`src/rtl/cirq_pkg.sv`:
```
package cirq_pkg;
  localparam int unsigned REG_W    = 8;
  localparam int unsigned N_EVT    = 5;
  localparam int unsigned EVT_LSB  = 3;
  localparam int unsigned EOF_BIT  = 2;
  localparam int unsigned DLE_BIT  = 1;
  localparam int unsigned ROW_BASE = 15;
  localparam logic [7:0]  ADDR_REQ  = 8'h06;
  localparam logic [7:0]  ADDR_MASK = 8'h07;
endpackage

```
`src/rtl/cirq_sticky_bank.sv`:
```
module cirq_sticky_bank #(
  parameter int unsigned N = 5
) (
  input  logic         clk_i,
  input  logic         rst_ni,
  input  logic [N-1:0] set_i,
  input  logic [N-1:0] clr_i,
  output logic [N-1:0] q_o
);
  for (genvar g = 0; g < N; g++) begin : g_bit
    always_ff @(posedge clk_i or negedge rst_ni) begin
      if (!rst_ni)       q_o[g] <= 1'b0;
      else if (set_i[g]) q_o[g] <= 1'b1;   // event beats clear
      else if (clr_i[g]) q_o[g] <= 1'b0;
    end
  end
endmodule

```
`src/rtl/cirq_field_status.sv`:
```
module cirq_field_status #(
  parameter int unsigned LINE_W   = 10,
  parameter int unsigned CLR_LINE = 18
) (
  input  logic              clk_i,
  input  logic              rst_ni,
  input  logic              eof_i,
  input  logic              dle_i,
  input  logic [LINE_W-1:0] line_i,
  output logic              eof_o,
  output logic              dle_o
);
  localparam logic [LINE_W-1:0] ClrLine = LINE_W'(CLR_LINE);
  logic at_clr;
  assign at_clr = (line_i == ClrLine);

  always_ff @(posedge clk_i or negedge rst_ni) begin
    if (!rst_ni) begin
      eof_o <= 1'b0;
      dle_o <= 1'b0;
    end else begin
      if (eof_i)       eof_o <= 1'b1;
      else if (at_clr) eof_o <= 1'b0;
      if (dle_i)       dle_o <= 1'b1;
      else if (at_clr) dle_o <= 1'b0;
    end
  end
endmodule

```
`src/rtl/cirq_irq_combine.sv`:
```
module cirq_irq_combine #(
  parameter int unsigned W = 8
) (
  input  logic [W-1:0] req_i,
  input  logic [W-1:0] mask_i,
  input  logic         dav_i,
  output logic         irq_o
);
  logic [W-1:0] hit;
  for (genvar g = 0; g < W; g++) begin : g_src
    if (g == 0) begin : g_dav
      assign hit[g] = mask_i[g] & dav_i;  // bit 0 enables the data-available level
    end else begin : g_req
      assign hit[g] = mask_i[g] & req_i[g];
    end
  end
  assign irq_o = |hit;
endmodule

```
`src/rtl/caption_irq_ctrl.sv`:
```
module caption_irq_ctrl
  import cirq_pkg::*;
#(
  parameter int unsigned ADDR_W     = 8,
  parameter int unsigned LINE_W     = 10,
  parameter int unsigned CLR_OFFSET = 3
) (
  input  logic              clk_i,
  input  logic              rst_ni,
  input  logic [ADDR_W-1:0] addr_i,
  input  logic              wr_en_i,
  input  logic [7:0]        wdata_i,
  output logic [7:0]        rdata_o,
  input  logic [4:0]        evt_i,
  input  logic              eof_i,
  input  logic              dle_i,
  input  logic [LINE_W-1:0] line_i,
  input  logic              dav_i,
  output logic              irq_o
);
  localparam int unsigned CLR_LINE = ROW_BASE + CLR_OFFSET;
  localparam logic [ADDR_W-1:0] AReq  = ADDR_W'(ADDR_REQ);
  localparam logic [ADDR_W-1:0] AMask = ADDR_W'(ADDR_MASK);

  logic             sel_req, sel_mask;
  logic [N_EVT-1:0] evt_q, evt_clr;
  logic             eof_q, dle_q;
  logic [REG_W-1:0] mask_q, req_vec;

  assign sel_req  = (addr_i == AReq);
  assign sel_mask = (addr_i == AMask);
  assign evt_clr  = (wr_en_i && sel_req) ? wdata_i[EVT_LSB +: N_EVT] : '0;

  cirq_sticky_bank #(.N(N_EVT)) u_sticky (
    .clk_i (clk_i),
    .rst_ni(rst_ni),
    .set_i (evt_i),
    .clr_i (evt_clr),
    .q_o   (evt_q)
  );

  cirq_field_status #(.LINE_W(LINE_W), .CLR_LINE(CLR_LINE)) u_field (
    .clk_i (clk_i),
    .rst_ni(rst_ni),
    .eof_i (eof_i),
    .dle_i (dle_i),
    .line_i(line_i),
    .eof_o (eof_q),
    .dle_o (dle_q)
  );

  always_ff @(posedge clk_i or negedge rst_ni) begin
    if (!rst_ni)                  mask_q <= '0;
    else if (wr_en_i && sel_mask) mask_q <= wdata_i;
  end

  always_comb begin
    req_vec          = '0;
    req_vec[EVT_LSB +: N_EVT] = evt_q;
    req_vec[EOF_BIT] = eof_q;
    req_vec[DLE_BIT] = dle_q;
  end

  always_comb begin
    if (sel_req)       rdata_o = req_vec;
    else if (sel_mask) rdata_o = mask_q;
    else               rdata_o = '0;
  end

  cirq_irq_combine #(.W(REG_W)) u_irq (
    .req_i (req_vec),
    .mask_i(mask_q),
    .dav_i (dav_i),
    .irq_o (irq_o)
  );
endmodule

```
`config.mk`:
```
export PLATFORM = sky130hd
export DESIGN_NAME = caption_irq_ctrl
export DESIGN_NICKNAME = d
export VERILOG_FILES = /design/src/rtl/cirq_pkg.sv /design/src/rtl/cirq_sticky_bank.sv /design/src/rtl/cirq_field_status.sv /design/src/rtl/cirq_irq_combine.sv /design/src/rtl/caption_irq_ctrl.sv
export SDC_FILE = /design/constraint.sdc
export NUM_CORES = 1
export LEC_CHECK = 0
export BUFFER_PORTS_ARGS = -buffer_cell sky130_fd_sc_hd__buf_4
export CORE_ASPECT_RATIO = 1.25
export CORE_MARGIN = 2
export CORE_UTILIZATION = 42
export CTS_BUF_LIST = sky130_fd_sc_hd__clkbuf_16
export DETAILED_ROUTE_END_ITERATION = 12
export GPL_TIMING_DRIVEN = 0
export PLACE_DENSITY = 0.77
export SYNTH_ARGS = -nofsm -noshare
export SYNTH_HDL_FRONTEND = slang
export SYNTH_SLANG_ARGS = --single-unit
```
`constraint.sdc`:
```
create_clock -name clk_i -period 2.5 [get_ports clk_i]
set_input_delay 0.25 -clock clk_i [delete_from_list [all_inputs] [get_ports clk_i]]
set_output_delay 0.25 -clock clk_i [all_outputs]
set_load 0.01 [all_outputs]
```
### Yosys cells after proc, flatten, opt, wreduce, memory -nomap -nowiden

Index checks and enable logic that the tools add are counted.
W data, S select, Z words.

| cells by class | value |
|---|---|
| $add $sub $neg | 0 |
| multipliers | 0 |
| div/mod/pow operators | 0 |
| order comparisons | 0 |
| equal/unequal tests | 3 |
| shift-type cells | 0 |
| mux-type cells | 16 |
| bitwise operators | 8 |
| reduce and logical (&&, ||, !) cells | 10 |

Operators by type and width:

| operator | number |
|---|---|
| $eq A8 B3 Y1 const B | 2 |
| $mux W8 | 2 |
| $reduce_bool A2 Y1 | 7 |
| $mux W1 | 13 |
| $eq A10 B5 Y1 const B | 1 |
| $and A1 B1 Y1 | 8 |
| $reduce_or A8 Y1 | 1 |
| $mux W5 | 1 |
| $logic_and A1 B1 Y1 | 2 |

| word-level totals | value |
|---|---|
| register bits after elaboration | 15 |
| latch bits | 0 |
| RAM bits | 0 |
| bits in read-only memories | 0 |
| output and inout port bits | 9 |
| logic and storage cells | 45 |
| memories kept | 0 |

### Logic depth before layout (Yosys ltp)

| logic depth | value |
|---|---|
| word-level depth | 5 |
| gate-level depth with buffers | 4 |
| depth with buffers taken out | 3 |

### By module

From an unflattened synthesis, not the netlist that was laid out.

| unflattened totals | value |
|---|---|
| cell total of the unflattened synthesis | 76 |
| area, all modules | 855.8 sq um |

By module, submodules not included:

| module | instances | cells an instance | area each (sq um) | seq. area each (sq um) |
|---|---|---|---|---|
| caption_irq_ctrl | 1 | 45 | 518.0 | 200.2 |
| cirq_sticky_bank | 1 | 15 | 181.4 | 125.1 |
| cirq_field_status | 1 | 11 | 120.1 | 50.0 |
| cirq_irq_combine | 1 | 5 | 36.3 | 0.0 |

### Least setup slack after synthesis

Ideal clock, no wire load.

| timing | value |
|---|---|
| path type | input to output |
| from | input port addr_i[7] |
| to | output port rdata_o[0] |
| arrival time | 1.145 ns |
| data required time | 2.250 ns |
| path slack | 1.105 ns |
| stages on the path | 3 |
| path buffers | 0 |
| path through | nor3b_1 nand2_1 nor2_1 |

| between the ends | value |
|---|---|
| word-level cells in the longest chain between the ends | 3 |
| elaborated cells between the ends (all ways) | 4 |
| those cells by class | eq/ne (2); mux (2) |

RTL lines:

| what | line | text |
|---|---|---|
| from (decl) | caption_irq_ctrl.sv:10 | `input logic [ADDR_W-1:0] addr_i,` |
| $eq A8 B3 Y1 | caption_irq_ctrl.sv:31 | `assign sel_mask = (addr_i == AMask);` |
| $mux W8 | caption_irq_ctrl.sv:66 | `else if (sel_mask) rdata_o = mask_q;` |
| $mux W8 (*) | caption_irq_ctrl.sv:65 | `if (sel_req) rdata_o = req_vec;` |
| to (decl) | caption_irq_ctrl.sv:13 | `output logic [7:0] rdata_o,` |

Mark *: on every way between the ends. The rest lies on a longest branch, timed or not.

### Worst setup path in the final report

| timing | value |
|---|---|
| from | input port addr_i[7] |
| to | output port rdata_o[7] |

The elaborated chain is that of the path after synthesis.

==> reports/metrics.cfg <==
[worst_hold_path]
whs_path_depth=2
min-delay-path-class=input pin to flip-flop

[grt]
first_global_vias=783
overflow=0
grt_start_max_net_pins=16
grt_pass1_wl_mm=3.33
use_met2=0.399
antenna_found_initial=0
globalRoute.busiestLayer=met2
use_met1=0.203
track_usage=0.212
gr-usage-met3=0.0448

[critical_path]
critical_path_peak_fanout=8
critical_path_class=input pin to primary output
arrival_ns=1.74
cp-end-kind=primary output
required_ns=2.25
rr_worst_depth=1
startpoint_type=input pin

[synthesis]
syn_avg_cell_area_um2=11.9
synth_top_cell_area_share=0.477
synthTopCellsByArea=dfrtp_1 (48%), mux2_2 (11%), mux2i_1 (8.9%)
synthCells=66
syn-num-nets=103
synth_cell_types=17
yosys_warnings=0
ys_ff_latch=15
syn_area_um2=787
seq_area_frac_synth=0.477
synth_top_cell_by_area=dfrtp_1

[finish]
finalNetCount=153
diodes=0
final_common_cell=buf_4
filler_cell_count=135
utilization=0.697
final-seq-area_um2=375
multiInputGateArea_um2=407
final_cell_mix=buf_4 (44), dfrtp_1 (15), nor2_1 (8), mux2_2 (8)
drive_gt1_frac=0.504
fin_cells=134
area_delta_synth_final_pct=56.3

[power]
power.density_nw_per_um2=531
ir_drop_mv=0.446
power.static_leakage_uw=0.000580

[timing]
maxSlewHeadroom=0.485
tns_ns=0
timing.final.crit_share=0.796
fin_skew_ns=0
max_freq_mhz=502
layout_min_cycle_time_ns=1.99
worst_pin_slew_ns=0.771
finalMaxSlewViolations=0
hold_violations=0
hold_slack_ns=0.178
rsz0062_at_grt=no
setup_viol=0

[cts]
cts_tree=built
clockBufferDepth=2
clk_latency_ns=0.25
path_clk_slew_ns=0.05
cts_resized=0
h-tree-depth=1
postCtsSetupBuffers=0
cts_root_buf=clkbuf_16
hold_buffers=1
cts_sinks=15
cts_buffers=3

[placement]
io_buffers=44
dp_hpwl_mm=1.62
gp_congestion=0.728
dp.cells=129

[die]
start_util=0.446
fp.dieW_um=42.7
die_area_um2=2240
num_io_pins=46
core_area_um2=1770
row_count=17
die_y_um=52.4

[status]
status=finished, final reports clean

[flow_run]
maxCapViolations=0

[route]
ant_nets=0
wl_per_cell_um=15.8
drtIter0Drc=7
vias_per_cell=5.61
first_pass_iters=4
vias=752
postRouteWirelength_mm=2.11
drc=0

-- worst paths after layout --
path | startpoint | slack, ns | to
max | addr_i[7] | 0.51 | rdata_o[7]
min | evt_i[0] | 0.18 | u_sticky.q_o[0]
max reg2reg | mask_q[1] | 1.70 | mask_q[1]
min reg2reg | u_field.eof_o | 0.51 | u_field.eof_o
max in group asynchronous | rst_ni | 1.92 | u_sticky.q_o[4]
min in group asynchronous | rst_ni | 0.41 | mask_q[1]
-- registers in the layout, indices dropped and copies added (netlist names) --
signal,cells
u_sticky.q_o,5
u_field.eof_o,1
u_field.dle_o,1
mask_q,8
-- Yosys cell counts --
cell type	n
nor4b_1	1
nor3b_1	1
nand4_1	6
dfrtp_1	15
nor4bb_1	1
nor4_1	1
nand4b_1	1
nor2b_1	1
nor4b_4	1
a22oi_1	4
mux2_2	8
a21o_1	7
mux2i_1	7
nor2_1	8
buf_2	1
nand2_1	2
nand3_4	1
-- per-layer routing --
layer,part of all wire,wire length [um]
met5,0,0
met4,0.018,38
met3,0.065,137
met2,0.55,1170
met1,0.36,771
-- area by class of cell --
| type | instances | area share |
|---|---|---|
| flip-flops and latches | 15 | 0.305 |
| plain buffers | 1 | 0.00407 |
| clock buffers | 3 | 0.0610 |
| repair buffers | 45 | 0.277 |
| clock inverters | 1 | 0.00305 |
| well taps | 19 | 0.0193 |
| multi-input cells | 50 | 0.331 |
-- per-stage QoR --
stage               setup WS (ns)  total power, uW  area (um^2)
global route                0.402              682         1230
CTS                         0.524              661         1230
finish                      0.509              654         1230
floorplan                    1.11              289          787
detailed placement          0.525              352         1140
global placement            0.548              349         1140
-- critical path: stages --
cell	delay, ns
buf_4	0.11
nor3b_1	0.65
nand2_1	0.39
nor2_1	0.20
buf_4	0.14
-- where the power goes --
part,internal [uW],switching [uW]
Sequential,250,5.28
Combinational,59.0,35.2
Clock,211,93.0
Total,520,133
-- kinds of logic (layout without fill, tap and decap cells) --
family,Yosys count,count (layout),synth area share
AO/OA/AOI/OAI,11,11,0.105
multiplexers,15,15,0.204
buffers and inverters,1,50,0.00635
AND/OR/NAND/NOR,24,24,0.208
flip-flops,15,15,0.477
No activity file was read; power rests on OpenSTA's default activity.
